<file path="src/rtl/tx_ring_mgr.sv">
module tx_ring_mgr #(
  parameter int DEPTH   = 16,
  parameter int LIMIT   = DEPTH - 2,
  parameter int MAX_LEN = 1514,
  parameter int LEN_W   = 14
) (
  input  logic                     clk,
  input  logic                     rst,
  input  logic                     sub_valid,
  input  logic [LEN_W-1:0]         sub_len,
  output logic                     sub_ack,
  output logic                     sub_nak,
  output logic                     tx_poll,
  input  logic                     dev_we,
  input  logic [$clog2(DEPTH)-1:0] dev_widx,
  input  logic [31:0]              dev_wdata,
  input  logic [$clog2(DEPTH)-1:0] rd_idx,
  output logic [31:0]              rd_status,
  output logic [31:0]              rd_ctrl,
  output logic [$clog2(DEPTH)-1:0] rd_link,
  output logic [$clog2(DEPTH)-1:0] ins_ptr,
  output logic [$clog2(DEPTH)-1:0] rm_ptr,
  output logic [$clog2(DEPTH):0]   pending,
  output logic                     sf_mode,
  output logic                     rcl_fire,
  output logic                     rcl_err
);
  localparam int PW = $clog2(DEPTH);
  localparam logic [31:0] CTRL_IDLE = 32'h8100_0000;
  localparam logic [31:0] CTRL_SEND = 32'hE100_0000;
  localparam logic [31:0] ST_GIVE   = 32'h8000_0000;
  localparam logic [31:0] ST_DUMMY  = 32'h7FFF_FFFF;
  localparam logic [31:0] ERR_MASK  = 32'h0000_4302;
  localparam logic [LEN_W-1:0] LEN_MAX = LEN_W'(MAX_LEN);
  localparam logic [PW:0]      CAP     = (PW+1)'(LIMIT);
  localparam logic [PW-1:0]    LAST    = PW'(DEPTH - 1);

  logic [31:0] status [DEPTH];
  logic [31:0] ctrl   [DEPTH];
  logic [31:0] head;
  logic        underrun;

  function automatic logic [PW-1:0] nxt(input logic [PW-1:0] p);
    return (p == LAST) ? '0 : p + 1'b1;
  endfunction

  assign sub_ack   = sub_valid && (sub_len <= LEN_MAX) && (pending < CAP);
  assign sub_nak   = sub_valid && !sub_ack;
  assign rd_status = status[rd_idx];
  assign rd_ctrl   = ctrl[rd_idx];
  assign rd_link   = nxt(rd_idx);
  assign head      = status[rm_ptr];
  assign rcl_fire  = (pending != '0) && !head[31];
  assign rcl_err   = rcl_fire && (head != ST_DUMMY) && |(head & ERR_MASK);
  assign underrun  = rcl_err && head[1];

  always_ff @(posedge clk) begin
    if (rst) begin
      for (int i = 0; i < DEPTH; i++) begin
        status[i] <= '0;
        ctrl[i]   <= CTRL_IDLE;
      end
      ins_ptr <= '0;
      rm_ptr  <= '0;
      pending <= '0;
      sf_mode <= 1'b0;
      tx_poll <= 1'b0;
    end else begin
      tx_poll <= sub_ack;
      if (dev_we && status[dev_widx][31])
        status[dev_widx] <= dev_wdata;
      if (sub_ack) begin
        status[ins_ptr] <= ST_GIVE;
        ctrl[ins_ptr]   <= CTRL_SEND | {{(32-LEN_W){1'b0}}, sub_len};
        ins_ptr         <= nxt(ins_ptr);
      end
      if (rcl_fire)
        rm_ptr <= nxt(rm_ptr);
      pending <= pending + (PW+1)'(sub_ack) - (PW+1)'(rcl_fire);
      if (underrun)
        sf_mode <= 1'b1;
    end
  end
endmodule


</file>
<file path="config.mk">
export PLATFORM = sky130hd
export DESIGN_NAME = tx_ring_mgr
export DESIGN_NICKNAME = d
export VERILOG_FILES = /design/src/rtl/tx_ring_mgr.sv
export SDC_FILE = /design/constraint.sdc
export NUM_CORES = 2
export LEC_CHECK = 0
export ABC_CLOCK_PERIOD_IN_PS = 5100
export BUFFER_PORTS_ARGS = -buffer_cell sky130_fd_sc_hd__buf_2
export CAP_MARGIN = 20
export CORE_ASPECT_RATIO = 0.75
export CORE_MARGIN = 5
export CORE_UTILIZATION = 25
export DETAILED_ROUTE_END_ITERATION = 16
export GPL_ROUTABILITY_DRIVEN = 0
export PLACE_DENSITY = 0.37
export SYNTH_ARGS = -nofsm -noshare
export SYNTH_HDL_FRONTEND = slang
export SYNTH_SLANG_ARGS = --single-unit
export TNS_END_PERCENT = 100
</file>
<file path="constraint.sdc">
create_clock -name clk -period 5.1 [get_ports clk]
set_input_delay 0.765 -clock clk [delete_from_list [all_inputs] [get_ports clk]]
set_output_delay 0.765 -clock clk [all_outputs]
set_load 0.02 [all_outputs]
</file>
==> results.cfg <==
[status]
status = complete, no violations

[layout]
layout-drive-gt1-share_pct = 19.7
layout_common_cells = 544 x dfxtp_1, 512 x nand2_1, 486 x nand3_1
syn2layout_area_growth_pct = 15.5
final_common_cell = dfxtp_1
n_fill_cell = 14978
nets = 3576
finalInstanceArea_um2 = 41900

[power_and_ir_drop]
power.static_leakage_nw = 14.2
intPower_mw = 10.8
pwr-share-comb_pct = 10.2
ir_drop_mv = 0.212
power.switching_mw = 4.01
cellPowerDensity_nw_per_um2 = 353
power.share.sequential_pct = 44.3
p_clk_share_pct = 45.5
p_sw_share_pct = 27.0

[logic_synthesis]
yosysSeqAreaShare_pct = 48.7
synth.avg_cell_area_um2 = 10.3
synth_edf_count = 224
syn_inst = 3541
yosys_warnings = 0
ys_async_sr_fraction_pct = 0
synth.cell_area_um2 = 36300
netlist_top_cells_area = dfxtp_1 30%, edfxtp_1 19%, mux4_2 17%
synth-seq-cells = 771
netlist.area_leader.share_pct = 30.2
synth-main-ff-cell = dfxtp_1
yosysUniqueCellTypes = 57
synth_top_cell_by_area = dfxtp_1

[setup_path]
path_delay_family = simple AND/OR/NAND/NOR gates
critPathCaptureType = output port
worst-path-buf-inv = 2
max_stage_delay_ns = 0.66
required_ns = 4.34
worstPathArrival_ns = 4.18
path_max_fanout = 24
startpoint_type = register
path_class = reg2out
crit_path_cell_trace = buf_4, nand2b_1, nor3_1, o41ai_2, a211oi_1, nor3b_2, nor4_2, nor2_2, buf_2
critical_path.slowest_cell = o41ai_2

[timing]
period_minus_slack_ns = 4.94
fin_skew_ns = 0.0354
fin_setup_tns_ns = 0
fin_crit_sh_pct = 96.9
timing.hold.ws_ns = 0.451
relSlewSlack_pct = 22.7
fmax_ghz = 0.202
rsz0062_at_grt = no
slew_violations = 0
max_slew.worst_pin.slew_ns = 1.15
hold_viol = 0
setup_viol = 0

[clock_tree]
clkTransAtPathRegs_ns = 0.06
numCtsBuffers = 91
numClockSinks = 771
cts_root_buf = clkbuf_16
htree_levels = 3
clkLatencyLatePin_ns = 0.72
cts_tree = yes
cts_buffer_depth = 3
cts_hold_buf = 0

[global_route]
grt_pass1_vias = 27874
grt_max_degree = 154
grt_first_pass_wirelength_mm = 219
grt_remaining_overflow = 0
groute.usage.overall_pct = 19.6
antenna_found_initial = 30

[drt]
vias = 28742
drt-vias-per-instance = 5.23
drc = 0
first_pass_iters = 5
drt_iter0_markers = 2578
wl_per_cell_um = 28.1
drt_wl_total_mm = 154
postRouteAntennaNets = 0

[worst_hold_path]
hp-class = in2reg

[floorplanning]
rows = 121
core_area_um2 = 145000
dieHeight_um = 340
die_area_um2 = 153000
die_x_um = 450
io_pins = 145
start_util_pct = 25.1

[placed_design]
portBuffers = 128
dpl_cell_area_um2 = 38800
dpl.hpwl_mm = 99.7

[job]
maxCapViolCount = 0
## cells in the mapped netlist, types with 3 or more instances
master,instances
a211oi_1,4
a21o_1,17
a21oi_1,482
a22o_1,31
a31o_2,4
a31oi_1,6
and2_1,180
and3_1,14
buf_1,103
buf_2,46
buf_4,50
clkbuf_1,219
dfxtp_1,547
edfxtp_1,224
ha_1,14
inv_1,13
mux2_2,3
mux2i_1,11
mux4_2,270
nand2_1,512
nand2b_1,18
nand3_1,486
nand4_1,90
nor2_1,43
nor2b_1,9
nor3_1,24
nor4_1,7
o211ai_1,17
o21ai_0,18
o22ai_1,6
or2_1,3
or2_2,20
or3_1,11
or4b_2,3
xnor2_1,3
xor2_1,5
## registers in the layout (all words and copies together) (netlist names), named ones only
| register | flops |
|---|---|
| ctrl | 240 |
| ins_ptr | 4 |
| pending | 5 |
| rm_ptr | 4 |
| sf_mode | 1 |
| status | 512 |
| tx_poll | 1 |
## path summary, 6_finish.rpt
path	from	endpoint	slack, ns	depth (start not counted)
setup / recovery	register	rcl_err	0.16	9
hold / removal	dev_wdata[9]	status[13][9]	0.45	3
setup reg to reg	register	pending[4]	1.65	12
hold reg to reg	ctrl[7][14]	ctrl[7][14]	0.45	1
## repair_timing
action	CTS	global route
buffers inserted	1	0
pin swaps	0	1
endpoints found under the setup margin	1	1
resized for setup	4	1
## worst register-to-register path, cell delays in order, from the launching register on
cell	delay, ns
dfxtp_4	0.53
mux4_2	0.55
mux4_2	0.63
a41oi_4	0.23
ha_1	0.14
inv_1	0.04
ha_1	0.22
fa_1	0.45
a21oi_1	0.17
nor2_1	0.06
nor2_1	0.11
xor2_1	0.16
nor2_1	0.05
## per-stage QoR
stage	std cells	total power, mW	setup slack [ns]	utilization [%]
global route	5482	15.3	0.0481	28.9
CTS	5481	15.0	0.0665	28.9
global placement	5314	8.17	0.0237	26.8
floorplan	3603	7.58	1.29	-
finish	5495	14.8	0.156	29.0
detailed placement	5314	8.17	0.0408	26.8
## area by class of cell
type                       count  area [µm²]  share of cell area (%)
multi-input combinational   2399       17200                    40.9
clock buffer                 140        2680                    6.38
inverter                      15        63.8                   0.152
timing repair buffer         225        1580                    3.76
sequential                   771       17700                    42.2
clock inverter                26         345                   0.824
antenna                       13        32.5                  0.0776
tap                         1906        2380                    5.69
## routing by layer
metal / vias up / track usage, % / part of all wire (%)
met2: 1049 / 30.1 / 45
met1: 14753 / 27.7 / 45
met3: 194 / 4.95 / 7.7
li1: 12740 / - / -
met5: - / 0 / 0.027
met4: 6 / 4.52 / 2.2
## power groups by stage
stage               combinational, mW  clock, mW  sequential, mW
global placement                 1.44          0            6.72
CTS                              1.52       6.90            6.57
floorplan                       0.964          0            6.62
detailed placement               1.45          0            6.72
finish                           1.52       6.73            6.57
global route                     1.62       7.13            6.58
## cell families (layout without fill, tap and decap cells)
family,Yosys count,in the layout,synth area share [%]
AND/OR/NAND/NOR,1430,1430,19.2
flip-flops,771,771,48.7
AO/OA/AOI/OAI,598,598,9.08
buffers and inverters,433,406,5.15
multiplexers,284,284,17.1
adder cells (fa/ha/maj),15,15,0.538
XOR/XNOR,8,8,0.193
other,2,77,0.0207
No activity file was read; power rests on OpenSTA's default activity.
